<file path="config.mk">
export PLATFORM = sky130hd
export DESIGN_NAME = rx_dma_start_ctrl
export DESIGN_NICKNAME = d
export VERILOG_FILES = /design/src/rtl/rxdma_pkg.sv /design/src/rtl/rxdma_start_eval.sv /design/src/rtl/rxdma_burst_size.sv /design/src/rtl/rx_dma_start_ctrl.sv
export SDC_FILE = /design/constraint.sdc
export NUM_CORES = 1
export LEC_CHECK = 0
export BUFFER_PORTS_ARGS = -buffer_cell sky130_fd_sc_hd__buf_2
export CAP_MARGIN = 20
export CELL_PAD_IN_SITES_DETAIL_PLACEMENT = 1
export CELL_PAD_IN_SITES_GLOBAL_PLACEMENT = 2
export CORE_MARGIN = 2
export CORE_UTILIZATION = 36
export CTS_BUF_LIST = sky130_fd_sc_hd__clkbuf_8
export DETAILED_ROUTE_END_ITERATION = 16
export PLACE_DENSITY = 0.91
export RECOVER_POWER = 25
export SYNTH_ARGS = -nofsm -noshare
export SYNTH_HDL_FRONTEND = slang
export SYNTH_SLANG_ARGS = --single-unit
</file>
<file path="constraint.sdc">
create_clock -name clk -period 5.9 [get_ports clk]
set_clock_uncertainty 0.15 [all_clocks]
set_input_delay 0.59 -clock clk [delete_from_list [all_inputs] [get_ports clk]]
set_output_delay 0.59 -clock clk [all_outputs]
set_load 0.1 [all_outputs]
</file>
<file path="src/rtl/rxdma_pkg.sv">
package rxdma_pkg;

  typedef enum logic [1:0] {
    ST_IDLE   = 2'd0,
    ST_ACTIVE = 2'd1,
    ST_REQ    = 2'd2
  } rxdma_state_e;

  localparam logic [2:0] CODE_OPEN = 3'b111;

  // Byte level encoded by a 3-bit code below CODE_OPEN.
  function automatic logic [31:0] code_bytes(input logic [2:0] code);
    return 32'd16 << code;
  endfunction

endpackage

</file>
<file path="src/rtl/rxdma_start_eval.sv">
module rxdma_start_eval #(
  parameter int CNT_W = 16
) (
  input  logic [2:0]       thr_code,
  input  logic [CNT_W-1:0] fifo_bytes,
  input  logic             pkt_done,
  output logic             thr_hit,
  output logic             whole_pkt,
  output logic             start_ok
);
  import rxdma_pkg::*;

  logic [31:0] cnt_ext;

  always_comb begin
    cnt_ext   = 32'(fifo_bytes);
    thr_hit   = (thr_code != CODE_OPEN) && (cnt_ext >= code_bytes(thr_code));
    whole_pkt = pkt_done && (fifo_bytes != '0);
    start_ok  = thr_hit || whole_pkt;
  end

endmodule

</file>
<file path="src/rtl/rxdma_burst_size.sv">
module rxdma_burst_size #(
  parameter int CNT_W = 16
) (
  input  logic [2:0]       burst_code,
  input  logic [CNT_W-1:0] fifo_bytes,
  output logic [31:0]      burst_cap,
  output logic [CNT_W-1:0] burst_len
);
  import rxdma_pkg::*;

  logic [31:0] cnt_ext;

  always_comb begin
    cnt_ext   = 32'(fifo_bytes);
    burst_cap = (burst_code == CODE_OPEN) ? 32'hFFFF_FFFF : code_bytes(burst_code);
    burst_len = (cnt_ext <= burst_cap) ? fifo_bytes : burst_cap[CNT_W-1:0];
  end

endmodule

</file>
<file path="src/rtl/rx_dma_start_ctrl.sv">
module rx_dma_start_ctrl #(
  parameter int CNT_W = 16
) (
  input  logic             clk,
  input  logic             rst_n,
  input  logic [2:0]       thr_code,
  input  logic [2:0]       burst_code,
  input  logic [CNT_W-1:0] fifo_bytes,
  input  logic             pkt_done,
  input  logic             dma_ack,
  output logic             dma_req,
  output logic [CNT_W-1:0] dma_len
);
  import rxdma_pkg::*;

  rxdma_state_e     state_q;
  logic [2:0]       bcode_q;
  logic [2:0]       bcode_sel;
  logic [CNT_W-1:0] len_q;
  logic [CNT_W-1:0] len_c;
  logic [31:0]      burst_cap;
  logic             thr_hit, whole_pkt, start_ok;

  // Named events for the checker.
  logic in_idle, in_active, pkt_start, burst_issue, pkt_end;

  rxdma_start_eval #(.CNT_W(CNT_W)) u_eval (
    .thr_code  (thr_code),
    .fifo_bytes(fifo_bytes),
    .pkt_done  (pkt_done),
    .thr_hit   (thr_hit),
    .whole_pkt (whole_pkt),
    .start_ok  (start_ok)
  );

  // Live code while idle; captured code once a packet runs.
  assign bcode_sel = (state_q == ST_IDLE) ? burst_code : bcode_q;

  rxdma_burst_size #(.CNT_W(CNT_W)) u_size (
    .burst_code(bcode_sel),
    .fifo_bytes(fifo_bytes),
    .burst_cap (burst_cap),
    .burst_len (len_c)
  );

  always_comb begin
    in_idle     = (state_q == ST_IDLE);
    in_active   = (state_q == ST_ACTIVE);
    pkt_start   = in_idle && start_ok;
    pkt_end     = in_active && pkt_done && (fifo_bytes == '0);
    burst_issue = pkt_start || (in_active && !pkt_done && (fifo_bytes != '0))
                            || (in_active && pkt_done && (fifo_bytes != '0));
  end

  always_ff @(posedge clk or negedge rst_n) begin
    if (!rst_n) begin
      state_q <= ST_IDLE;
      bcode_q <= '0;
      len_q   <= '0;
    end else begin
      unique case (state_q)
        ST_IDLE: begin
          if (pkt_start) begin
            bcode_q <= burst_code;
            len_q   <= len_c;
            state_q <= ST_REQ;
          end
        end
        ST_ACTIVE: begin
          if (pkt_end) begin
            state_q <= ST_IDLE;
          end else if (burst_issue) begin
            len_q   <= len_c;
            state_q <= ST_REQ;
          end
        end
        ST_REQ: begin
          if (dma_ack) state_q <= ST_ACTIVE;
        end
        default: state_q <= ST_IDLE;
      endcase
    end
  end

  assign dma_req = (state_q == ST_REQ);
  assign dma_len = len_q;

endmodule

</file>
# Word level (Yosys, flattened, before mapping)
# Cells that the tools add are included.
# totals
out_inout_bits	17
elab_cells	47
regBits	21
# classes
muxes	12
eq_ne	9
shift	2
magnitude_cmp	2
n_reduce_logical	19
# ops
operator	count
16-bit two-way mux	4
5-bit by 3-bit left shift with 32-bit output (first input constant)	2
16-bit by 32-bit greater-or-equal comparator with 1-bit output	1
16-bit by 32-bit less-or-equal comparator with 1-bit output	1
32-bit two-way mux	1
16-bit one-hot mux with 2 select lines	1
16-bit logical NOT	1
16-bit nonzero test	1
1-bit logical AND	8
2-bit two-way mux	4
2-bit one-hot mux with 3 select lines	1
2-bit by 1-bit inequality test with 1-bit output (second input constant)	2
2-bit inequality test (second input constant)	2
4-bit AND reduction	1
3-bit equality test (second input constant)	1
1-bit logical OR	3
3-bit two-way mux	1
3-bit by 1-bit inequality test with 1-bit output (second input constant)	1
3-bit inequality test (second input constant)	1
3-bit AND reduction	1
2-bit by 1-bit equality test with 1-bit output (second input constant)	1
2-bit equality test (second input constant)	1
2-bit logical NOT	1
2-bit AND reduction	1
2 further kinds	2

# Depth between registers and ports, before layout
# depth
ltp_word	10
ltp_mapped	14

# By module
# From an unflattened synthesis, not the netlist that was laid out.
# unflattened
cells_unflattened	215
area_unflattened_um2	2162.1
# modules_own_cells
mod	area_each_um2	n_inst	seq_area_each_um2	cells_each
rx_dma_start_ctrl	938.4	1	525.5	60
rxdma_burst_size	935.9	1	0.0	117
rxdma_start_eval	287.8	1	0.0	38

# Worst setup path before layout
# No wires, ideal clock.
# synth_path
kind	input -> register
from	in burst_code[1]
to	reg len_q[5] (netlist: dma_len[5])
required_time_ns	5.626
t_arrival_ns	3.030
setup_slack_ns	2.596
cell_stages	12
path_buffers	2
cell_sequence	clkbuf_1 a31oi_1 a21oi_2 inv_1 ha_1 nand4_1 or3_1 a21o_1 a311oi_2 buf_6 nor3b_1 a211o_1
# synth_via
elab_chain_cells	8
# synth_rtl
item	line_no	source
start, declared	rx_dma_start_ctrl.sv:7	input logic [2:0] burst_code,
3-bit two-way mux *	rx_dma_start_ctrl.sv:37	assign bcode_sel = (state_q == ST_IDLE) ? burst_code : bcode_q;
5-bit by 3-bit left shift with 32-bit output or 3-bit equality test (tied branches)	rxdma_pkg.sv:13, rxdma_burst_size.sv:15	
32-bit two-way mux *	rxdma_burst_size.sv:15	burst_cap = (burst_code == CODE_OPEN) ? 32'hFFFF_FFFF : code_bytes(burst_code);
16-bit by 32-bit less-or-equal comparator with 1-bit output	rxdma_burst_size.sv:16	burst_len = (cnt_ext <= burst_cap) ? fifo_bytes : burst_cap[CNT_W-1:0];
16-bit two-way mux *	rxdma_burst_size.sv:16	
16-bit two-way mux	rx_dma_start_ctrl.sv:72	end else if (burst_issue) begin
16-bit two-way mux	rx_dma_start_ctrl.sv:70	if (pkt_end) begin
16-bit one-hot mux with 2 select lines *	rx_dma_start_ctrl.sv:61	unique case (state_q)
end signal, assigned	rx_dma_start_ctrl.sv:65	len_q <= len_c;
end signal, assigned	rx_dma_start_ctrl.sv:73	len_q <= len_c;
end, declared	rx_dma_start_ctrl.sv:19	logic [CNT_W-1:0] len_q;
# Every way passes the cells marked *; elsewhere a longest branch is shown, timed or not. The select of a mux whose other input is x is not followed.
# A chain may end at the register's enable or synchronous reset.

# Worst setup path after layout
# layout_path
from	reg state_q[1]
to	reg len_q[5] (netlist: dma_len[5])
# layout_via
elab_chain_cells	9
# layout_rtl
item	line_no	source
start, declared	rx_dma_start_ctrl.sv:16	rxdma_state_e state_q;
start signal, assigned	rx_dma_start_ctrl.sv:57	state_q <= ST_IDLE;
start signal, assigned	rx_dma_start_ctrl.sv:66	state_q <= ST_REQ;
start signal, assigned	rx_dma_start_ctrl.sv:71	state_q <= ST_IDLE;
2-bit logical NOT	rx_dma_start_ctrl.sv:37, rx_dma_start_ctrl.sv:47, rx_dma_start_ctrl.sv:61	
3-bit two-way mux	rx_dma_start_ctrl.sv:37	
5-bit by 3-bit left shift with 32-bit output or 3-bit equality test (tied branches)	rxdma_pkg.sv:13, rxdma_burst_size.sv:15	
32-bit two-way mux	rxdma_burst_size.sv:15	
16-bit by 32-bit less-or-equal comparator with 1-bit output	rxdma_burst_size.sv:16	
16-bit two-way mux	rxdma_burst_size.sv:16	
16-bit two-way mux	rx_dma_start_ctrl.sv:72	
16-bit two-way mux	rx_dma_start_ctrl.sv:70	
16-bit one-hot mux with 2 select lines	rx_dma_start_ctrl.sv:61	
# Several ways; a longest one is shown, not always the timed one. The select of a mux whose other input is x is not followed.

==> summary.md <==
| Metric | Value |
|---|---|
| Peak Freq | `about 250 MHz` |
| Max-slew violation count | `0` |
| Status | `finished, final reports clean` |
| Fin. Hold Viols | `0` |
| Critical-path cell list | `nor2_1 -> a31oi_1 -> a21oi_2 -> inv_1 -> ha_1 -> nand4_1 -> or3_1 -> a21o_1 -> a311oi_2 -> buf_4 -> nor3b_1 -> a211o_1` |
| Core Box Area | `4750 sq um` |
| Crit-path max FO | `22` |
| Fin Hold WS | `0.333 ns` |
| DRT iter0 DRCs | `between 100 and 150` |
| P_int | `about 470 uW` |
| Worst-margin pin slew | `about 1.1 ns` |
| Met2 routed WL | `approximately 2300 um` |
| Max cap viols | `0` |
| Pin count of the biggest net entering global routing | `28` |
| Initial Util | `37.6%` |
| CTS tree | `built` |
| Core Rows | `25` |
| Vias in the first global route | `between 1.5k and 2k` |
| Clock Pin Slew Worst Setup and Hold Paths | `approximately 0.080 ns` |
| Final setup violation count | `0` |
| CTS sink count | `21` |
| Area leader, netlist | `dfrtp_1` |
| Setup TNS | `0 ns` |
| CP Capture Type | `flip-flop` |
| Inserted Diodes | `0` |
| Async S/R FF share, synth | `100%` |
| Die area | `between 5000 and 6000 sq um` |
| Maximum VDD drop | `approximately 0.00022 V` |
| Number of hold buffers added after CTS | `0` |
| Post-synth EDFFs | `0` |
| Share of the synthesized area in the top cell type | `around 29%` |
| Initial DRT Pass Iterations | `4` |
| Synth Area per Inst | `9.07 sq um` |
| Relative max-transition margin | `23.7%` |
| Sw power | `721 uW` |
| Sequential power share | `a little over a fifth` |
| Post-cts resize count | `0` |
| Max incr delay on CP | `roughly 0.56 ns` |
| Residual DRC | `0` |
| Crit path DAT | `about 4.0 ns` |
| Met1 Wirelength | `around 2300 um` |
| Sequential fraction of the synthesis area | `approximately 30%` |
| Antenna-violating nets left | `0` |
| Final weighted congestion in routability-driven placement | `between 0.8 and 0.9` |
| Nets | `around 290` |
| H-tree levels | `1` |
| Overall routing resource usage | `18.2%` |
| Tcrit/Tclk final | `between 60% and 70%` |
| Uppermost routed layer | `met4` |
| Root Buffer | `clkbuf_8` |
| Hold crit path type | `flip-flop to flip-flop` |
| Final Critical Period | `approximately 4 ns` |
| Cell count after synthesis | `~200` |
| Slowest cell on the critical path | `nor2_1` |
| Power Dens Cells | `about 580 nW/um^2` |
| Clock share of power | `slightly above 8%` |
| Switching Fraction | `between 60% and 70%` |
| Routed Wire Length | `between 4000 and 5000 um` |
| Vias | `roughly 1.6k` |
| Synth Register Bits | `21` |
| Critical Path RT | `between 5 and 6 ns` |
| Gate power share | `~71%` |
| Netlist Area Pre-Place | `about 1800 sq um` |
| Ys flop type | `dfrtp_1` |
| Area Growth Syn to Fin | `14.8%` |
| Main area contributors after synthesis | `dfrtp_1 (29%), ha_1 (17%), nand2_1 (6.3%)` |
| Vias per cell | `~5.4` |
| Post-synth cell types | `48` |
| Clock Tree Buf Depth | `2` |
| I/O pins | `43` |
| Unrepaired setup endpoints after global routing | `false` |
| Mapped Nets | `between 200 and 250` |
| Synthesis warning total | `0` |
| DP HPWL | `a little under 4000 um` |
| First-pass GRT wire length | `roughly 7800 um` |
| Overflow after GRT | `0` |
| Die W | `between 70 and 80 um` |
| Clk_lat worst skew | `roughly 0.26 ns` |
| Setup Buffers After CTS | `0` |
| Crit Path Class | `flip-flop to flip-flop` |
| Die Y | `74.5 um` |
| Buffers & Inverters on Critical Path | `2` |
| Num CTS Buffers | `3` |
| DR WL/cell | `15.9 um` |
| CP startpoint kind | `flip-flop` |
| Port buffer count | `42` |
| Initial antenna violation count | `0` |
| Pleak | `slightly below 0.001 uW` |
| Share of layout cells above drive strength 1 | `roughly a quarter` |
| Detailed-routed wire length on met3 | `137 um` |
| CP top delay family | `compound AO/OA/AOI/OAI gates` |
==> worst reg2reg max path, stage by stage, from the launching register on <==
cell and delay (ns):
dfrtp_1 0.47, nor2_1 0.56, a31oi_1 0.27, a21oi_2 0.27
inv_1 0.21, ha_1 0.36, nand4_1 0.17, or3_1 0.34
a21o_1 0.17, a311oi_2 0.19, buf_4 0.28, nor3b_1 0.10
a211o_1 0.30
==> metrics by stage <==
| step | utilization [%] | cell area (sq um) | total power (uW) | instances | setup slack [ns] |
|---|---|---|---|---|---|
| after global routing | 43.1 | 2050 | 1270 | 301 | 1.70 |
| after CTS | 43.2 | 2050 | 1190 | 301 | 1.97 |
| after floorplan | - | 1790 | 971 | 197 | 2.60 |
| after detailed placement | 42.2 | 2010 | 1100 | 297 | 1.97 |
| after global placement | 42.2 | 2010 | 1080 | 297 | 2.18 |
| final | 43.1 | 2050 | 1190 | 301 | 1.94 |
==> cell type report <==
class | instances | area (sq um)
Inverter | 4 | 15.0
Multi-Input combinational cell | 162 | 1160
Sequential cell | 21 | 526
Clock buffer | 3 | 41.3
Fill cell | 601 | 2700
Tap cell | 67 | 83.8
Timing Repair Buffer | 43 | 216
Clock inverter | 1 | 5.00
==> placed cells by master, fill, tap and decap left out, types with 2 or more instances in the layout <==
| cell | Yosys | final |
|---|---|---|
| nand3b_1 | 3 | 3 |
| a211o_1 | 3 | 3 |
| ha_1 | 24 | 24 |
| or2_2 | 3 | 3 |
| a21oi_1 | 7 | 7 |
| nor2_1 | 9 | 9 |
| o22a_2 | 2 | 2 |
| o21ai_0 | 18 | 18 |
| clkbuf_8 | 0 | 3 |
| buf_2 | 2 | 41 |
| nor3b_1 | 4 | 4 |
| mux2_2 | 3 | 3 |
| nand2_1 | 30 | 30 |
| a31oi_1 | 5 | 5 |
| nand3_1 | 2 | 2 |
| o31ai_1 | 2 | 2 |
| xnor2_1 | 2 | 2 |
| or3_1 | 2 | 2 |
| dfrtp_1 | 21 | 21 |
| a21o_1 | 6 | 6 |
| nor4_1 | 4 | 4 |
| a211oi_1 | 3 | 3 |
| xor2_1 | 2 | 2 |
| o211ai_1 | 2 | 2 |
| inv_1 | 4 | 4 |
| or3b_2 | 3 | 3 |
| nand4_1 | 5 | 5 |
==> routing by layer <==
layer  GRT usage (%)  up-vias
met5               0        -
met4            4.37        0
met3            1.08        4
met2            30.2       34
met1            26.0      788
li1                -      811
==> worst paths after layout <==
check | endpoint | depth (start not counted) | from | slack [ns]
setup / recovery | dma_len[5] | 12 | state_q[1] | 1.94
hold reg to reg | dma_len[4] | 2 | dma_len[4] | 0.33
hold / removal | dma_len[4] | 2 | dma_len[4] | 0.33
min in group asynchronous | dma_len[13] | 1 | rst_n | 0.38
setup reg to reg | dma_len[5] | 12 | state_q[1] | 1.94
max in group asynchronous | state_q[0] | 1 | rst_n | 4.54
==> synthesized netlist by cell type, types with 2 or more instances <==
| cell | count |
|---|---|
| inv_1 | 4 |
| or2_2 | 3 |
| nand3_1 | 2 |
| a211oi_1 | 3 |
| nor2_1 | 9 |
| ha_1 | 24 |
| or3_1 | 2 |
| xor2_1 | 2 |
| o21ai_0 | 18 |
| buf_2 | 2 |
| nand3b_1 | 3 |
| mux2_2 | 3 |
| buf_6 | 3 |
| o211ai_1 | 2 |
| a31oi_1 | 5 |
| nor4_1 | 4 |
| xnor2_1 | 2 |
| dfrtp_1 | 21 |
| nor3b_1 | 4 |
| o22a_2 | 2 |
| or3b_2 | 3 |
| nand4_1 | 5 |
| clkbuf_1 | 3 |
| o31ai_1 | 2 |
| a21o_1 | 6 |
| a21oi_1 | 7 |
| a211o_1 | 3 |
| nand2_1 | 30 |
==> power by group through the flow <==
stage	Clock (uW)	Sequential, uW	Combinational (uW)
finish	95.7	254	839
floorplan	0	540	431
detailed placement	0	257	840
global route	102	264	905
global placement	0	253	826
CTS	96.8	255	842
==> flip-flops by register name, summed over array words and instances, names as in the netlist <==
signal / count
state_q: 2
dma_len: 16
bcode_q: 3
==> cell families (layout without fill, tap and decap cells) <==
kind of cell / after synthesis / in the layout / synth area share [%]
AND/OR/NAND/NOR: 72 / 72 / 22.2
AO/OA/AOI/OAI: 58 / 58 / 21.7
adder cells (fa/ha/maj): 24 / 24 / 16.8
flip-flops: 21 / 21 / 29.4
buffers and inverters: 14 / 51 / 5.46
XOR/XNOR: 4 / 4 / 1.96
multiplexers: 4 / 4 / 2.45
No activity file was read; power rests on OpenSTA's default activity.
